<file path="src/rtl/adc_pd_pkg.sv">
// Package: shared types and command decode for the serial power-down controller.
// Assumes 16-bit command words; channel field is 3 bits, address field 6 bits.
package adc_pd_pkg;

    typedef enum logic [1:0] {
        ST_PD     = 2'd0,
        ST_SETTLE = 2'd1,
        ST_READY  = 2'd2
    } mode_t;

    typedef enum logic [2:0] {
        K_NONE  = 3'd0,
        K_PWRDN = 3'd1,
        K_AUTO  = 3'd2,
        K_MAN   = 3'd3,
        K_WR    = 3'd4,
        K_RD    = 3'd5
    } kind_t;

    typedef struct packed {
        kind_t       kind;
        logic [2:0]  chan;
        logic [5:0]  addr;
        logic [7:0]  data;
    } cmd_t;

    localparam logic [15:0] WORD_PWRDN = 16'h8300;
    localparam logic [15:0] WORD_AUTO  = 16'hA000;

    // Classify one 16-bit word against channel and register counts.
    function automatic cmd_t decode_word(input logic [15:0] w,
                                         input int unsigned num_ch,
                                         input int unsigned num_regs);
        cmd_t r;
        r.kind = K_NONE;
        r.chan = w[12:10];
        r.addr = w[14:9];
        r.data = w[7:0];
        if (w == WORD_PWRDN) begin
            r.kind = K_PWRDN;
        end else if (w == WORD_AUTO) begin
            r.kind = K_AUTO;
            r.chan = 3'd0;
        end else if (w[15:13] == 3'b110 && w[9:0] == 10'd0 &&
                     32'(w[12:10]) < num_ch) begin
            r.kind = K_MAN;
        end else if (!w[15] && w != 16'd0 && w[14:9] != 6'd0 &&
                     32'(w[14:9]) <= num_regs) begin
            r.kind = w[8] ? K_WR : K_RD;
        end
        return r;
    endfunction

endpackage

</file>
<file path="src/rtl/adc_frame_shifter.sv">
// Frame shifter: oversamples cs_n/sclk/sdi in the clk domain, assembles the
// command word, flags frame boundaries and serialises the response on SDO.
// Assumes sclk half period of at least three clk cycles.
module adc_frame_shifter #(
    parameter int unsigned WORD_W     = 16,
    parameter int unsigned FRAME_BITS = 32
) (
    input  logic              clk,
    input  logic              rst_n,
    input  logic              cs_n_i,
    input  logic              sclk_i,
    input  logic              sdi_i,
    input  logic [WORD_W-1:0] payload_i,
    output logic [WORD_W-1:0] word_o,
    output logic              word_ok_o,
    output logic              frame_start_o,
    output logic              frame_end_o,
    output logic              sdo_o
);
    localparam int unsigned CNT_W = $clog2(FRAME_BITS + 1);
    localparam int unsigned NSYNC = 3;

    logic [NSYNC-1:0]  sync_q [2];
    logic              cs_s, sclk_s, sdi_s;
    logic              cs_prev_q, sclk_prev_q, sdi_q;
    logic              s_rise, s_fall, cs_rise, cs_fall;
    logic [CNT_W-1:0]  cnt_q;
    logic [WORD_W-1:0] shift_q, word_q, sdo_sr_q;
    logic              word_ok_q, sdo_q;

    // Two-stage synchronisers for chip select and serial clock.
    for (genvar g = 0; g < 2; g++) begin : g_sync
        always_ff @(posedge clk) begin
            if (!rst_n) sync_q[g] <= {NSYNC{1'b1}};
            else        sync_q[g] <= {sync_q[g][NSYNC-2:0], (g == 0) ? cs_n_i : sclk_i};
        end
    end

    assign cs_s   = sync_q[0][1];
    assign sclk_s = sync_q[1][1];

    // Data pin synchroniser matched to the clock path delay.
    logic sdi_m_q;
    always_ff @(posedge clk) begin
        if (!rst_n) begin
            sdi_m_q <= 1'b0;
            sdi_q   <= 1'b0;
        end else begin
            sdi_m_q <= sdi_i;
            sdi_q   <= sdi_m_q;
        end
    end
    assign sdi_s = sdi_q;

    // Previous values for edge detection.
    always_ff @(posedge clk) begin
        if (!rst_n) begin
            cs_prev_q   <= 1'b1;
            sclk_prev_q <= 1'b0;
        end else begin
            cs_prev_q   <= cs_s;
            sclk_prev_q <= sclk_s;
        end
    end

    assign s_rise  = sclk_s & ~sclk_prev_q & ~cs_s;
    assign s_fall  = ~sclk_s & sclk_prev_q & ~cs_s;
    assign cs_rise = cs_s & ~cs_prev_q;
    assign cs_fall = ~cs_s & cs_prev_q;

    // Bit counter: clears while deselected, saturates at the frame length.
    always_ff @(posedge clk) begin
        if (!rst_n)                               cnt_q <= '0;
        else if (cs_s)                            cnt_q <= '0;
        else if (s_rise && cnt_q < CNT_W'(FRAME_BITS)) cnt_q <= cnt_q + 1'b1;
    end

    // Command capture: shift the first WORD_W bits, latch the full word.
    always_ff @(posedge clk) begin
        if (!rst_n) begin
            shift_q   <= '0;
            word_q    <= '0;
            word_ok_q <= 1'b0;
        end else begin
            if (cs_fall) word_ok_q <= 1'b0;
            if (s_rise && cnt_q < CNT_W'(WORD_W - 1)) begin
                shift_q <= {shift_q[WORD_W-2:0], sdi_s};
            end else if (s_rise && cnt_q == CNT_W'(WORD_W - 1)) begin
                word_q    <= {shift_q[WORD_W-2:0], sdi_s};
                word_ok_q <= 1'b1;
            end
        end
    end

    // Response serialiser: load at the WORD_W-th falling edge, shift after.
    always_ff @(posedge clk) begin
        if (!rst_n) begin
            sdo_q    <= 1'b0;
            sdo_sr_q <= '0;
        end else if (cs_s) begin
            sdo_q <= 1'b0;
        end else if (s_fall && cnt_q == CNT_W'(WORD_W)) begin
            sdo_q    <= payload_i[WORD_W-1];
            sdo_sr_q <= {payload_i[WORD_W-2:0], 1'b0};
        end else if (s_fall && cnt_q > CNT_W'(WORD_W) && cnt_q < CNT_W'(FRAME_BITS)) begin
            sdo_q    <= sdo_sr_q[WORD_W-1];
            sdo_sr_q <= {sdo_sr_q[WORD_W-2:0], 1'b0};
        end
    end

    assign word_o        = word_q;
    assign word_ok_o     = word_ok_q;
    assign frame_start_o = cs_fall;
    assign frame_end_o   = cs_rise;
    assign sdo_o         = sdo_q;

    p_cnt_bound_r2: assert property (@(posedge clk) disable iff (!rst_n)
        cnt_q <= CNT_W'(FRAME_BITS));
    p_cnt_clear_r2: assert property (@(posedge clk) disable iff (!rst_n)
        cs_s |=> cnt_q == '0);
    p_word_hold_r2: assert property (@(posedge clk) disable iff (!rst_n)
        !(s_rise && cnt_q == CNT_W'(WORD_W - 1)) |=> $stable(word_q));

endmodule

</file>
<file path="src/rtl/adc_prog_regs.sv">
// Program register bank: NUM_REGS byte registers at addresses 1..NUM_REGS.
// Assumes writes arrive as single-cycle strobes; clear_i reloads defaults.
module adc_prog_regs #(
    parameter int unsigned NUM_REGS    = 4,
    parameter logic [7:0]  REG_DEFAULT = 8'h00
) (
    input  logic       clk,
    input  logic       rst_n,
    input  logic       clear_i,
    input  logic       we_i,
    input  logic [5:0] addr_i,
    input  logic [7:0] wdata_i,
    output logic [7:0] rdata_o,
    output logic       ext_ref_o
);
    localparam int unsigned FLAT_W = NUM_REGS * 8;

    logic [7:0]        regs_q [NUM_REGS];
    logic [FLAT_W-1:0] flat;

    for (genvar g = 0; g < NUM_REGS; g++) begin : g_reg
        // One register: defaults on reset or hardware clear, else addressed write.
        always_ff @(posedge clk) begin
            if (!rst_n)                                  regs_q[g] <= REG_DEFAULT;
            else if (clear_i)                            regs_q[g] <= REG_DEFAULT;
            else if (we_i && addr_i == 6'(g + 1))        regs_q[g] <= wdata_i;
        end
        assign flat[g*8 +: 8] = regs_q[g];
    end

    // Read mux; unmatched addresses return zero.
    always_comb begin
        rdata_o = 8'h00;
        for (int k = 0; k < NUM_REGS; k++) begin
            if (addr_i == 6'(k + 1)) rdata_o = regs_q[k];
        end
    end

    assign ext_ref_o = regs_q[0][0];

    p_clear_default_r11: assert property (@(posedge clk) disable iff (!rst_n)
        clear_i |=> regs_q[0] == REG_DEFAULT);
    p_keep_values_r12: assert property (@(posedge clk) disable iff (!rst_n)
        (!we_i && !clear_i) |=> $stable(flat));

endmodule

</file>
<file path="src/rtl/adc_settle_timer.sv">
// Settling timer: counts CYCLES clk cycles after start_i, pulses done_o.
// Assumes CYCLES >= 1; abort_i cancels a running count.
module adc_settle_timer #(
    parameter int unsigned CYCLES = 1875000
) (
    input  logic clk,
    input  logic rst_n,
    input  logic start_i,
    input  logic abort_i,
    output logic done_o
);
    localparam int unsigned CNT_W = (CYCLES > 1) ? $clog2(CYCLES) : 1;
    localparam logic [CNT_W-1:0] LOAD = CNT_W'(CYCLES - 1);

    logic [CNT_W-1:0] cnt_q;
    logic             run_q;

    // Down-counter with run flag.
    always_ff @(posedge clk) begin
        if (!rst_n) begin
            cnt_q <= '0;
            run_q <= 1'b0;
        end else if (abort_i) begin
            run_q <= 1'b0;
        end else if (start_i) begin
            cnt_q <= LOAD;
            run_q <= 1'b1;
        end else if (run_q) begin
            if (cnt_q == '0) run_q <= 1'b0;
            else             cnt_q <= cnt_q - 1'b1;
        end
    end

    assign done_o = run_q && cnt_q == '0 && !abort_i;

    p_count_step_r6: assert property (@(posedge clk) disable iff (!rst_n)
        (run_q && !abort_i && !start_i && cnt_q != '0) |=>
        (run_q && cnt_q == $past(cnt_q) - 1'b1));

endmodule

</file>
<file path="src/rtl/adc_mode_fsm.sv">
// Mode machine: powered-down / settling / ready, plus channel and scan state.
// Assumes commit_i is a one-cycle pulse at the end of a complete frame.
module adc_mode_fsm
    import adc_pd_pkg::*;
(
    input  logic       clk,
    input  logic       rst_n,
    input  logic       hw_pd_i,
    input  logic       commit_i,
    input  cmd_t       cmd_i,
    input  logic       ext_ref_i,
    input  logic       settle_done_i,
    output mode_t      mode_o,
    output logic [2:0] chan_o,
    output logic       scan_o,
    output logic       start_o,
    output logic       abort_o
);
    mode_t      mode_q, mode_d;
    logic [2:0] chan_q, chan_d;
    logic       scan_q, scan_d;
    logic       is_conv;

    assign is_conv = (cmd_i.kind == K_AUTO) || (cmd_i.kind == K_MAN);
    assign start_o = commit_i && is_conv && mode_q == ST_PD && !ext_ref_i && !hw_pd_i;
    assign abort_o = hw_pd_i || (commit_i && cmd_i.kind == K_PWRDN);

    // Next-state decision.
    always_comb begin
        mode_d = mode_q;
        chan_d = chan_q;
        scan_d = scan_q;
        if (hw_pd_i) begin
            mode_d = ST_PD;
            chan_d = 3'd0;
            scan_d = 1'b0;
        end else if (commit_i && cmd_i.kind == K_PWRDN) begin
            mode_d = ST_PD;
        end else if (commit_i && is_conv) begin
            chan_d = cmd_i.chan;
            scan_d = (cmd_i.kind == K_AUTO);
            case (mode_q)
                ST_PD:     mode_d = ext_ref_i ? ST_READY : ST_SETTLE;
                ST_SETTLE: mode_d = settle_done_i ? ST_READY : ST_SETTLE;
                default:   mode_d = ST_READY;
            endcase
        end else if (mode_q == ST_SETTLE && settle_done_i) begin
            mode_d = ST_READY;
        end
    end

    // State registers.
    always_ff @(posedge clk) begin
        if (!rst_n) begin
            mode_q <= ST_PD;
            chan_q <= 3'd0;
            scan_q <= 1'b0;
        end else begin
            mode_q <= mode_d;
            chan_q <= chan_d;
            scan_q <= scan_d;
        end
    end

    assign mode_o = mode_q;
    assign chan_o = chan_q;
    assign scan_o = scan_q;

    p_hw_forces_pd_r11: assert property (@(posedge clk) disable iff (!rst_n)
        hw_pd_i |=> (mode_q == ST_PD && chan_q == 3'd0));
    p_stay_pd_r4: assert property (@(posedge clk) disable iff (!rst_n)
        (mode_q == ST_PD && !(commit_i && is_conv)) |=> mode_q == ST_PD);
    p_settle_end_r6: assert property (@(posedge clk) disable iff (!rst_n)
        (mode_q == ST_SETTLE && settle_done_i && !abort_o) |=> mode_q == ST_READY);

endmodule

</file>
<file path="src/rtl/adc_pd_ctrl.sv">
// Top: serial command power-down controller. Ties the frame shifter, decode,
// mode machine, settling timer and program registers together.
// Assumes sclk is much slower than clk; hw_pd_n may change at any time.
module adc_pd_ctrl
    import adc_pd_pkg::*;
#(
    parameter int unsigned NUM_CH        = 4,
    parameter int unsigned NUM_REGS      = 4,
    parameter int unsigned SETTLE_CYCLES = 1875000,
    parameter logic [7:0]  REG_DEFAULT   = 8'h00,
    parameter logic [15:0] FILLER        = 16'hFFFF
) (
    input  logic        clk,
    input  logic        rst_n,
    input  logic        hw_pd_n,
    input  logic        cs_n,
    input  logic        sclk,
    input  logic        sdi,
    output logic        sdo,
    input  logic [15:0] conv_data,
    output logic        powered_down,
    output logic        data_valid,
    output logic [2:0]  chan_sel,
    output logic        scan_mode
);
    localparam int unsigned WORD_W = 16;

    logic [1:0]        hwpd_sync_q;
    logic              hw_pd;
    logic [WORD_W-1:0] word, payload, conv_q;
    logic              word_ok, frame_start, frame_end, commit;
    cmd_t              cmd;
    mode_t             mode;
    logic [7:0]        rdata;
    logic              ext_ref, settle_done, start, abort;

    // Hardware power-down pin synchroniser (1 = not asserted).
    always_ff @(posedge clk) begin
        if (!rst_n) hwpd_sync_q <= 2'b11;
        else        hwpd_sync_q <= {hwpd_sync_q[0], hw_pd_n};
    end
    assign hw_pd = ~hwpd_sync_q[1];

    adc_frame_shifter #(.WORD_W(WORD_W), .FRAME_BITS(2 * WORD_W)) shifter_i (
        .clk(clk), .rst_n(rst_n), .cs_n_i(cs_n), .sclk_i(sclk), .sdi_i(sdi),
        .payload_i(payload), .word_o(word), .word_ok_o(word_ok),
        .frame_start_o(frame_start), .frame_end_o(frame_end), .sdo_o(sdo)
    );

    assign cmd    = decode_word(word, NUM_CH, NUM_REGS);
    assign commit = frame_end && word_ok && !hw_pd;

    // Sample capture at the start of each frame.
    always_ff @(posedge clk) begin
        if (!rst_n)           conv_q <= '0;
        else if (frame_start) conv_q <= conv_data;
    end

    // Response selection: readback, filler in power-down, else sample.
    always_comb begin
        if (cmd.kind == K_RD)  payload = {rdata, 8'h00};
        else if (mode == ST_PD) payload = FILLER;
        else                    payload = conv_q;
    end

    adc_prog_regs #(.NUM_REGS(NUM_REGS), .REG_DEFAULT(REG_DEFAULT)) regs_i (
        .clk(clk), .rst_n(rst_n), .clear_i(hw_pd),
        .we_i(commit && cmd.kind == K_WR), .addr_i(cmd.addr),
        .wdata_i(cmd.data), .rdata_o(rdata), .ext_ref_o(ext_ref)
    );

    adc_settle_timer #(.CYCLES(SETTLE_CYCLES)) timer_i (
        .clk(clk), .rst_n(rst_n), .start_i(start), .abort_i(abort),
        .done_o(settle_done)
    );

    adc_mode_fsm fsm_i (
        .clk(clk), .rst_n(rst_n), .hw_pd_i(hw_pd), .commit_i(commit),
        .cmd_i(cmd), .ext_ref_i(ext_ref), .settle_done_i(settle_done),
        .mode_o(mode), .chan_o(chan_sel), .scan_o(scan_mode),
        .start_o(start), .abort_o(abort)
    );

    assign powered_down = (mode == ST_PD);
    assign data_valid   = (mode == ST_READY);

    p_pd_pin_r11: assert property (@(posedge clk) disable iff (!rst_n)
        $past(hw_pd) |-> !data_valid);

endmodule

</file>
<file path="config.mk">
export PLATFORM = sky130hd
export DESIGN_NAME = adc_pd_ctrl
export DESIGN_NICKNAME = d
export VERILOG_FILES = /design/src/rtl/adc_pd_pkg.sv /design/src/rtl/adc_frame_shifter.sv /design/src/rtl/adc_prog_regs.sv /design/src/rtl/adc_settle_timer.sv /design/src/rtl/adc_mode_fsm.sv /design/src/rtl/adc_pd_ctrl.sv
export SDC_FILE = /design/constraint.sdc
export NUM_CORES = 1
export LEC_CHECK = 0
export BUFFER_PORTS_ARGS = -buffer_cell sky130_fd_sc_hd__buf_2
export CORE_MARGIN = 3
export CORE_UTILIZATION = 54
export DETAILED_ROUTE_END_ITERATION = 10
export PLACE_DENSITY = 0.74
export SYNTH_ARGS = -nofsm -noshare
export SYNTH_HDL_FRONTEND = slang
export SYNTH_SLANG_ARGS = --single-unit
</file>
<file path="constraint.sdc">
create_clock -name clk -period 2.8 [get_ports clk]
set_input_delay 0.56 -clock clk [delete_from_list [all_inputs] [get_ports clk]]
set_output_delay 0.56 -clock clk [all_outputs]
set_load 0.05 [all_outputs]
</file>
==> Yosys cells after proc, flatten, opt, wreduce, memory -nomap -nowiden <==
Memory sizes are Yosys's and may differ from the RTL's.
Index checks and enable logic that the tools add are counted.
{ "word_totals": {"ff_bits": 105, "ramBits": 38, "input_bits": 22, "output_inout_bits": 7, "wordCells": 177, "mem_count": 2} }
{ "classes": {"add_sub_neg": 2, "magnitude_cmp": 5, "eq_ne": 17, "mux": 62, "bitwise_logic": 25, "n_reduce_logical": 47} }
{ "mem_list": {"columns": ["name", "depth", "width", "rd", "rd_clocked_by_memory_dff", "wr", "line", "rtl"], "rows": [
  ["regs_i.regs_q", 4, 8, 4, 0, 4, "adc_prog_regs.sv:18", "logic [7:0] regs_q [NUM_REGS];"],
  ["shifter_i.sync_q", 2, 3, 2, 0, 2, "adc_frame_shifter.sv:23", "logic [NSYNC-1:0] sync_q [2];"]
]} }
{ "ops": {"columns": ["operator", "n"], "rows": [
  ["$mux W8", 12],
  ["$mux W16", 4],
  ["$mux W21", 3],
  ["$eq A16 B16 Y1 const B", 2],
  ["$mux W1", 30],
  ["$logic_and A1 B1 Y1", 26],
  ["$mux W3", 8],
  ["$logic_not A21 Y1", 1],
  ["$sub A21 B1 Y21 const B", 1],
  ["$reduce_bool A16 Y1", 1],
  ["$eq A6 B2 Y1 const B", 2],
  ["$logic_not A10 Y1", 1],
  ["$or A1 B1 Y1", 10],
  ["$eq A3 B3 Y1 const B", 3],
  ["$not A1 Y1", 9],
  ["$mux W2", 4],
  ["$reduce_and A2 Y1", 4],
  ["$add A6 B1 Y6 const B", 1],
  ["$and A1 B1 Y1", 6],
  ["$eq A3 B2 Y1 const B", 2],
  ["$eq A6 B1 Y1 const B", 1],
  ["$eq A6 B3 Y1 const B", 1],
  ["$eq A6 B4 Y1 const B", 1],
  ["$eq A6 B5 Y1 const B", 1],
  ["other kinds (18)", 24]
]} }

==> Longest topological paths before layout <==
Gate-level depths: netlist of run 1.
{ "depth": {"word_depth": 16, "mapped_depth": 9} }

==> Modules after synthesis <==
From an unflattened synthesis of run 1, not the netlist that was laid out.
{ "hier_totals": {"cells_unflattened": 669, "area_unflattened_um2": 6641.4} }
{ "by_module_without_submodules": {"columns": ["module", "n_inst", "cells_per_inst", "area_per_inst_um2"], "rows": [
  ["adc_frame_shifter", 1, 258, 2451.1],
  ["adc_prog_regs", 1, 119, 1584.0],
  ["adc_settle_timer", 1, 145, 1286.2],
  ["adc_pd_ctrl", 1, 113, 1022.2],
  ["adc_mode_fsm", 1, 34, 297.8]
]} }

==> Least setup slack after synthesis of run 1 <==
No wires, ideal clock.
{ "synth_path": {"path_kind": "register to register", "from": "register shifter_i.word_q[12] (netlist: shifter_i.word_o[12])", "to": "memory regs_i.regs_q[0][0], enable pin", "setup_time_ns": 0.384, "arrival_time_ns": 2.317, "t_required_ns": 2.416, "setup_slack_ns": 0.099, "stages_incl_launch_ff": 7, "path_buffers": 1, "synth_period_minus_slack_ns": 2.701, "path_cell_list": "dfxtp_1 or4_1 or3_1 nor2_1 clkbuf_1 nand2_1 o21ai_0"} }
{ "synth_lines": {"columns": ["item", "line", "rtl"], "rows": [
  ["from (decl)", "adc_frame_shifter.sv:28", "logic [WORD_W-1:0] shift_q, word_q, sdo_sr_q;"],
  ["from (signal assigned)", "adc_frame_shifter.sv:89", "word_q <= {shift_q[WORD_W-2:0], sdi_s};"],
  ["to (decl)", "adc_prog_regs.sv:18", null]
]} }

==> Worst setup path in the final report of run 1 <==
{ "layout_path": {"from": "register shifter_i.word_q[3] (netlist: shifter_i.word_o[3])", "to": "register timer_i.cnt_q[14]"} }
{ "layout_via": {"elab_chain_cells": 16} }
{ "layout_rtl": {"columns": ["item", "line", "rtl"], "rows": [
  ["$reduce_bool A16 Y1", "adc_pd_pkg.sv:47", "end else if (!w[15] && w != 16'd0 && w[14:9] != 6'd0 &&"],
  ["$logic_and A1 B1 Y1 (3 in a row)", "adc_pd_pkg.sv:47", null],
  ["$mux W3", "adc_pd_pkg.sv:47", null],
  ["$mux W3", "adc_pd_pkg.sv:44", "end else if (w[15:13] == 3'b110 && w[9:0] == 10'd0 &&"],
  ["$mux W3", "adc_pd_pkg.sv:41", "end else if (w == WORD_AUTO) begin"],
  ["$mux W3 (*)", "adc_pd_pkg.sv:39", "if (w == WORD_PWRDN) begin"],
  ["$eq A3 B2 Y1", "adc_mode_fsm.sv:24", "assign is_conv = (cmd_i.kind == K_AUTO) || (cmd_i.kind == K_MAN);"],
  ["$logic_or A1 B1 Y1", "adc_mode_fsm.sv:24", null],
  ["$logic_and A1 B1 Y1 (4 in a row)", "adc_mode_fsm.sv:25", "assign start_o = commit_i && is_conv && mode_q == ST_PD && !ext_ref_i && !hw_pd_i;"],
  ["$ne A2 B1 Y1 (no source line) or $reduce_bool A2 Y1 (tied branches)", null, null],
  ["$reduce_and A3 Y1 (no source line)", null, null],
  ["to (signal assigned)", "adc_settle_timer.sv:30", "else cnt_q <= cnt_q - 1'b1;"],
  ["to (decl)", "adc_settle_timer.sv:15", "logic [CNT_W-1:0] cnt_q;"]
]} }
Every way passes the cells marked *; elsewhere a longest branch is shown, timed or not.
A chain may end at the register's enable or synchronous reset.

==> results.md, run 1 <==
* Status: finished clean
* Layout Nets at 706
* YS warnings at 0
* Fmax at 397 MHz
* Cts hold-fix bufs at 0
* Setup_tns at 0 ps
* RR Startpoint: shifter_i.word_o[3]$_SDFFE_PN0P_
* Post-route non-filler standard cell count at 830
* Placed Area at 6350 um2
* Synthesized area per cell at 9.25 um2
* Synthesis-to-layout area growth at 14.4%
* Core area at 10600 um2
* Detailed Routing Iterations Pass 1 at 4
* H-tree Lvls at 4
* Clk_lat worst skew at 540 ps
* Placed cells at 798
* GRT Total Usage at 0.229
* Netlist cell types at 59
* Post-Syn Area at 6040 um2
* Vias at 4939
* Initial Util at 0.569
* RSZ-0062 raised after global routing: no
* Total I/O pin count at 29
* Leakage power at 2.56 nW
* CTS tree: yes
* Count leader, synth: nand2_1
* Vias per cell at 5.95
* Fill cells at 840
* First-pass GRT wire length at 22.9 mm
* Slew margin rel. at 0.353
* Worst-path fanout max at 18
* Root Buffer: clkbuf_8
* Crit path kind: reg -> reg
* 1st-iter DRT viols at 476
* CP Launch Type: register
* Fin crit period at 2520 ps
* WHS Endpoint: shifter_i.sync_q[0][0]$_SDFF_PN1_
* Worst IR Drop VDD at 0.403 mV
* Rows at 37
* Share of flip-flops with an asynchronous set or reset at 0
* Inserted Clock Buffers at 17
* Hold Crit Class: in -> reg
* CTS clk-pin slew, worst paths at 60 ps
* Crit end category: register
* Post-synth EDFFs at 32
* Antenna-violating nets left at 0
* Synthesized flop and latch total at 140
* HPWL after DPL at 9.29 mm
* Hold Path Stages at 2
* Net Count, Synth at 678
* R2r setup slk at 280 ps
* CP required at 3270 ps
* Hold Path Origin: cs_n
* Layout cell share with drive strength beyond 1 at 0.144
* Final WL at 13.8 mm
* Seq/Total Area, Yosys at 0.517
* Slew Limit Fails at 0
* Routability congestion estimate at 0.878
* WL/cell at 16.7 um
* Die W at 112 um
* # Max-Cap Violations at 0
* Largest net degree at the start of global routing at 57
* Die H at 112 um
* Post-Layout Inst Area at 6910 um2
* Die area at 12500 um2
* Pwr Density at 623 nW/um2
* # diodes at 0
* Clock tree buffer depth at 2
* RR Endpoint: timer_i.cnt_q[14]$_SDFFE_PN0P_
* Synth area leaders: dfxtp_1, edfxtp_1, nand2_1
* Global route total overflow at 0
* Post-Syn Instances at 653
* Area leader, netlist: dfxtp_1
* Clk_skew at 11.4 ps
* Reg2reg path depth at 7
* Final setup vio count at 0
* Tot Pwr at 4.30 mW
* Worst-Margin Slew at 964 ps
* Port buffer count at 28
* DRC Markers at 0
* Vias in the first global route at 4570
* Clock sinks at 140
* Initial antenna violation count at 0
* Final hold vios at 0
* Arr. time, crit path at 2990 ps
* Post-synth top area share at 0.358
* Commonest cells in the netlist: nand2_1, dfxtp_1, a21oi_1
* Main synth FF type: dfxtp_1
* Final Cycle Share at 0.900
power by group:
group / internal [mW] / total [mW] / leakage, nW / switching (mW)
sequential: 2.10 / 2.11 / 1.21 / 0.0144
combinational: 0.0346 / 0.104 / 1.08 / 0.0694
clock: 1.25 / 2.08 / 0.273 / 0.833
total: 3.39 / 4.30 / 2.56 / 0.916
layer usage:
layer	global-route usage	up-vias	wire length [um]
met5	0	-	0
met4	0.0811	0	243
met3	0.0533	23	738
met2	0.333	150	6180
met1	0.334	2361	6670
li1	-	2405	-
critical path, stage by stage (launching register included):
cell     delay [ps]
dfxtp_1         360
or4_4           570
nor4b_4         370
nand3_4         100
buf_4           220
a21oi_2         400
and3_1          250
mux2i_1         170
how the worst max path moves through the flow:
stage                                      start                                end  depth (start not counted)
6_report        shifter_i.word_o[3]$_SDFFE_PN0P_     timer_i.cnt_q[14]$_SDFFE_PN0P_                          7
5_1_grt           timer_i.cnt_q[10]$_SDFFE_PN0P_     timer_i.cnt_q[11]$_SDFFE_PN0P_                          7
4_1_cts            timer_i.cnt_q[0]$_SDFFE_PN0P_      timer_i.cnt_q[0]$_SDFFE_PN0P_                          8
3_5_place_dp       timer_i.cnt_q[0]$_SDFFE_PN0P_      timer_i.cnt_q[0]$_SDFFE_PN0P_                          8
3_3_place_gp    shifter_i.word_o[3]$_SDFFE_PN0P_     timer_i.cnt_q[14]$_SDFFE_PN0P_                          7
2_1_floorplan  shifter_i.word_o[12]$_SDFFE_PN0P_  regs_i.regs_q[0][0]$_SDFFCE_PN0P_                          6
timing repair:
action | in CTS | in global routing
endpoints found under the setup margin | 0 | 8
hold endpoints to repair | 0 | 0
gates resized for setup | 0 | 2
setup buffers | 0 | 0
registers in the layout, summed over array words and instances, names as in the netlist:
register               flops
conv_q                    16
shifter_i.sync_q           4
timer_i.run_q              1
fsm_i.scan_o               1
shifter_i.word_o          16
fsm_i.chan_o               3
shifter_i.cnt_q            6
regs_i.regs_q             32
shifter_i.sdo_sr_q        15
shifter_i.word_ok_o        1
fsm_i.mode_o               2
shifter_i.sdo_o            1
shifter_i.sclk_prev_q      1
shifter_i.sdi_m_q          1
hwpd_sync_q                2
shifter_i.sdi_q            1
shifter_i.cs_prev_q        1
shifter_i.shift_q         15
timer_i.cnt_q             21
kinds of logic (layout without fill, tap and decap cells):
family,count (synthesis),count (layout),share of synthesized area
buffers and inverters,48,89,0.0313
adder cells (fa/ha/maj),3,3,0.00622
multiplexers,11,11,0.0199
flip-flops,140,140,0.517
AO/OA/AOI/OAI,150,150,0.170
AND/OR/NAND/NOR,290,290,0.239
XOR/XNOR,11,11,0.0160
placed cells by master, fill, tap and decap left out, types with 3 or more instances in the layout:
| cell type | Yosys | routed |
|---|---|---|
| clkbuf_16 | 0 | 16 |
| a211oi_1 | 7 | 7 |
| clkbuf_1 | 33 | 3 |
| and3_1 | 12 | 12 |
| nand2_1 | 128 | 128 |
| a22o_1 | 8 | 8 |
| a221o_1 | 8 | 8 |
| xnor2_1 | 9 | 9 |
| or3_1 | 9 | 9 |
| buf_4 | 2 | 20 |
| nand3b_1 | 4 | 4 |
| a311oi_1 | 10 | 10 |
| buf_2 | 1 | 28 |
| inv_1 | 9 | 8 |
| nor3_1 | 14 | 14 |
| nor4_1 | 11 | 10 |
| nor2_1 | 39 | 39 |
| nand2b_1 | 14 | 14 |
| edfxtp_1 | 32 | 32 |
| nand3_1 | 5 | 5 |
| o211ai_1 | 8 | 8 |
| dfxtp_1 | 108 | 108 |
| clkbuf_8 | 0 | 4 |
| mux2i_1 | 3 | 3 |
| mux2_2 | 8 | 8 |
| o21ai_0 | 12 | 12 |
| clkinv_2 | 0 | 3 |
| or4_1 | 5 | 5 |
| o31ai_1 | 4 | 4 |
| a31oi_1 | 9 | 9 |
| nor2b_1 | 4 | 4 |
| ha_1 | 3 | 3 |
| a21oi_1 | 61 | 61 |
| and2_1 | 28 | 28 |
| o311ai_0 | 9 | 9 |
final cells by class:
type	count	area, um2	share of cell area
clock buffers	23	467	0.0676
clock inverters	9	85.1	0.0123
inverters	9	33.8	0.00489
multi-input cells	465	2740	0.396
flip-flops and latches	140	3120	0.452
well taps	136	170	0.0246
repair buffers	48	290	0.0420
per-stage QoR:
| step | setup WS [ps] | utilization | hold WS [ps] |
|---|---|---|---|
| 2_1_floorplan | 98.7 | - | 386 |
| 3_3_place_gp | 378 | 0.599 | 395 |
| 3_5_place_dp | 245 | 0.599 | 401 |
| 4_1_cts | 182 | 0.651 | 192 |
| 5_1_grt | 166 | 0.652 | 204 |
| 6_report | 280 | 0.652 | 208 |
(Power assumes the default switching activity.)
==> run 2: changes to the inputs <==
- CTS_BUF_LIST: not set -> sky130_fd_sc_hd__clkbuf_4 sky130_fd_sc_hd__clkbuf_8
==> run 2 against run 1 <==
Effect of this change: design area decreased by 2.4%; register-to-register slack improved by 20 ps; global-route usage decreased by 0.56 points; final cell count unchanged; die area unchanged.
==> results.md, run 2 (same netlist as run 1, synthesis figures left out) <==
* Status: finished clean
* Initial antenna violation count at 0 (unchanged)
* End-of-flow core utilization at 0.636 (-0.0159)
* CP Launch Type: register
* Clk_skew at 12.6 ps (+1.13 ps)
* Detailed Routing Iterations Pass 1 at 5 (+1)
* Vias per cell at 5.95 (about the same)
* Placed Area at 6350 um2 (unchanged)
* Most frequent cells in the layout: nand2_1, dfxtp_1, a21oi_1
* Setup bufs post-CTS at 0 (unchanged)
* First-pass GRT wire length at 22.5 mm (-1.8%)
* WL/cell at 16.5 um (-0.98%)
* RSZ-0062 raised after global routing: no
* Die H at 112 um (unchanged)
* WHS Endpoint: shifter_i.sync_q[0][0]$_SDFF_PN1_
* Largest net degree at the start of global routing at 57 (unchanged)
* HPWL after DPL at 9.29 mm (unchanged)
* Slew Limit Fails at 0 (unchanged)
* # diodes at 0 (unchanged)
* Largest register FFs at 32 (unchanged)
* Pre-CTS setup slack at 245 ps (unchanged)
* Worst-Margin Slew at 943 ps (-20.3 ps)
* Global route total overflow at 0 (unchanged)
* CTS tree: yes
* Largest regs: regs_i.regs_q (32), timer_i.cnt_q (21)
* DRC Markers at 0 (unchanged)
* Leakage power at 2.49 nW (-2.8%)
* Total I/O pin count at 29 (unchanged)
* Bufs and invs on worst path at 1 (unchanged)
* Slowest library cell on the worst path: or4_4
* Setup_tns at 0 ps (unchanged)
* Final WL at 13.7 mm (-0.98%)
* Clock sinks at 140 (unchanged)
* # Max-Cap Violations at 0 (unchanged)
* Fin crit period at 2500 ps (-18.7 ps)
* RR Startpoint: shifter_i.word_o[3]$_SDFFE_PN0P_
* Vias at 4935 (-0.081%)
* Rows at 37 (unchanged)
* Pwr Density at 559 nW/um2 (-10%)
* H-tree Lvls at 4 (unchanged)
* Hold Path Stages at 2 (unchanged)
* Final hold vios at 0 (unchanged)
* Setup ws final at 299 ps (+18.7 ps)
* CP peak stage delay at 570 ps (about the same)
* R2r setup slk at 300 ps (+20 ps)
* Final Cycle Share at 0.893 (-0.00669)
* Post-Layout Inst Area at 6740 um2 (-2.4%)
* Die W at 112 um (unchanged)
* Top delay family on crit path: simple AND/OR/NAND/NOR gates
* Layout Nets at 706 (unchanged)
* Crit end category: register
* Routability congestion estimate at 0.878 (unchanged)
* Biggest register: regs_i.regs_q
* Clk_lat worst skew at 440 ps (-100 ps)
* Worst-path fanout max at 18 (unchanged)
* Clock tree buffer depth at 2 (unchanged)
* Crit path kind: reg -> reg
* CTS clk-pin slew, worst paths at 70 ps (about the same)
* Arr. time, crit path at 2870 ps (-120 ps)
* Worst IR Drop VDD at 0.340 mV (-16%)
* Reg2reg path depth at 7 (unchanged)
* Port buffer count at 28 (unchanged)
* Antenna-violating nets left at 0 (unchanged)
* GRT Total Usage at 0.223 (-0.00560)
* Root Buffer: clkbuf_8
* Layout cell share with drive strength beyond 1 at 0.148 (+0.00432)
* Fmax at 400 MHz (+0.75%)
* Final setup vio count at 0 (unchanged)
* Die area at 12500 um2 (unchanged)
* 1st-iter DRT viols at 379 (-20%)
* Slew margin rel. at 0.367 (+0.0136)
* Core area at 10600 um2 (unchanged)
* Initial Util at 0.569 (unchanged)
* CP required at 3170 ps (-100 ps)
* Hold Crit Class: in -> reg
* Synthesis-to-layout area growth at 11.6%
* Vias in the first global route at 4534 (-0.79%)
* Inserted Clock Buffers at 17 (unchanged)
* Most common cell after layout, fill and taps aside: nand2_1
* Hold Path Origin: cs_n
* Crit path cell chain: or4_4, nor4b_4, nand3_4, buf_4, a21oi_2, and3_1, mux2i_1
* RR Endpoint: timer_i.cnt_q[14]$_SDFFE_PN0P_
[run 2: changes by cell type in the layout (fill, tap and decap cells not counted)]
cell | previous run | this run
clkbuf_4 | 0 | 3
clkbuf_8 | 4 | 20
clkbuf_16 | 16 | 0
clkbuf_1 | 3 | 0
[run 2: where the power goes]
part | leakage [nW] | total [mW] | switching (mW) | internal, mW
clock network | 0.201 | 1.55 | 0.745 | 0.806
registers | 1.21 | 2.11 | 0.0146 | 2.10
logic | 1.08 | 0.104 | 0.0699 | 0.0346
total | 2.49 | 3.77 | 0.830 | 2.94
[run 2: cell type report]
| cell class | count | area [um2] |
|---|---|---|
| Clock buffer | 23 | 298 |
| Tap cell | 136 | 170 |
| Fill cell | 873 | 3860 |
| Timing Repair Buffer | 48 | 290 |
| Sequential cell | 140 | 3120 |
| Clock inverter | 9 | 85.1 |
| Inverter | 9 | 33.8 |
| Multi-Input combinational cell | 465 | 2740 |
[run 2: how the worst max path moves through the flow]
stage / startpoint / end / slack (ps) / depth (start not counted)
after CTS: timer_i.cnt_q[0]$_SDFFE_PN0P_ / timer_i.cnt_q[0]$_SDFFE_PN0P_ / 210 / 8
after floorplan: shifter_i.word_o[12]$_SDFFE_PN0P_ / regs_i.regs_q[0][0]$_SDFFCE_PN0P_ / 100 / 6
after global placement: shifter_i.word_o[3]$_SDFFE_PN0P_ / timer_i.cnt_q[14]$_SDFFE_PN0P_ / 380 / 7
final: shifter_i.word_o[3]$_SDFFE_PN0P_ / timer_i.cnt_q[14]$_SDFFE_PN0P_ / 300 / 7
after global routing: shifter_i.word_o[3]$_SDFFE_PN0P_ / timer_i.cnt_q[14]$_SDFFE_PN0P_ / 170 / 7
after detailed placement: timer_i.cnt_q[0]$_SDFFE_PN0P_ / timer_i.cnt_q[0]$_SDFFE_PN0P_ / 240 / 8
[run 2: metrics by stage]
step / hold WS [ps] / std cells / power [mW]
finish: 309 / 830 / 3.77
global route: 295 / 830 / 3.91
CTS: 278 / 830 / 3.80
detailed placement: 401 / 798 / 2.26
global placement: 395 / 798 / 2.26
floorplan: 386 / 653 / 2.22
[run 2: worst reg2reg max path, stage by stage, from the launching register on]
cell and delay (ps):
dfxtp_1 360, or4_4 570, nor4b_4 370, nand3_4 110, buf_4 220, a21oi_2 390
and3_1 250, mux2i_1 170
[run 2: timing repair]
| action | 4_1_cts | 5_1_grt |
|---|---|---|
| endpoints found under the hold margin | 0 | 0 |
| resized for setup | 0 | 2 |
| hold buffers | 0 | 0 |
| endpoints found under the setup margin | 0 | 6 |
[run 2: per-layer routing]
layer / vias up / part of all wire / GRT usage
met5: - / 0 / 0
met4: 0 / 0.012 / 0.0681
met3: 20 / 0.060 / 0.0565
met2: 153 / 0.44 / 0.326
met1: 2359 / 0.48 / 0.327
li1: 2403 / - / -
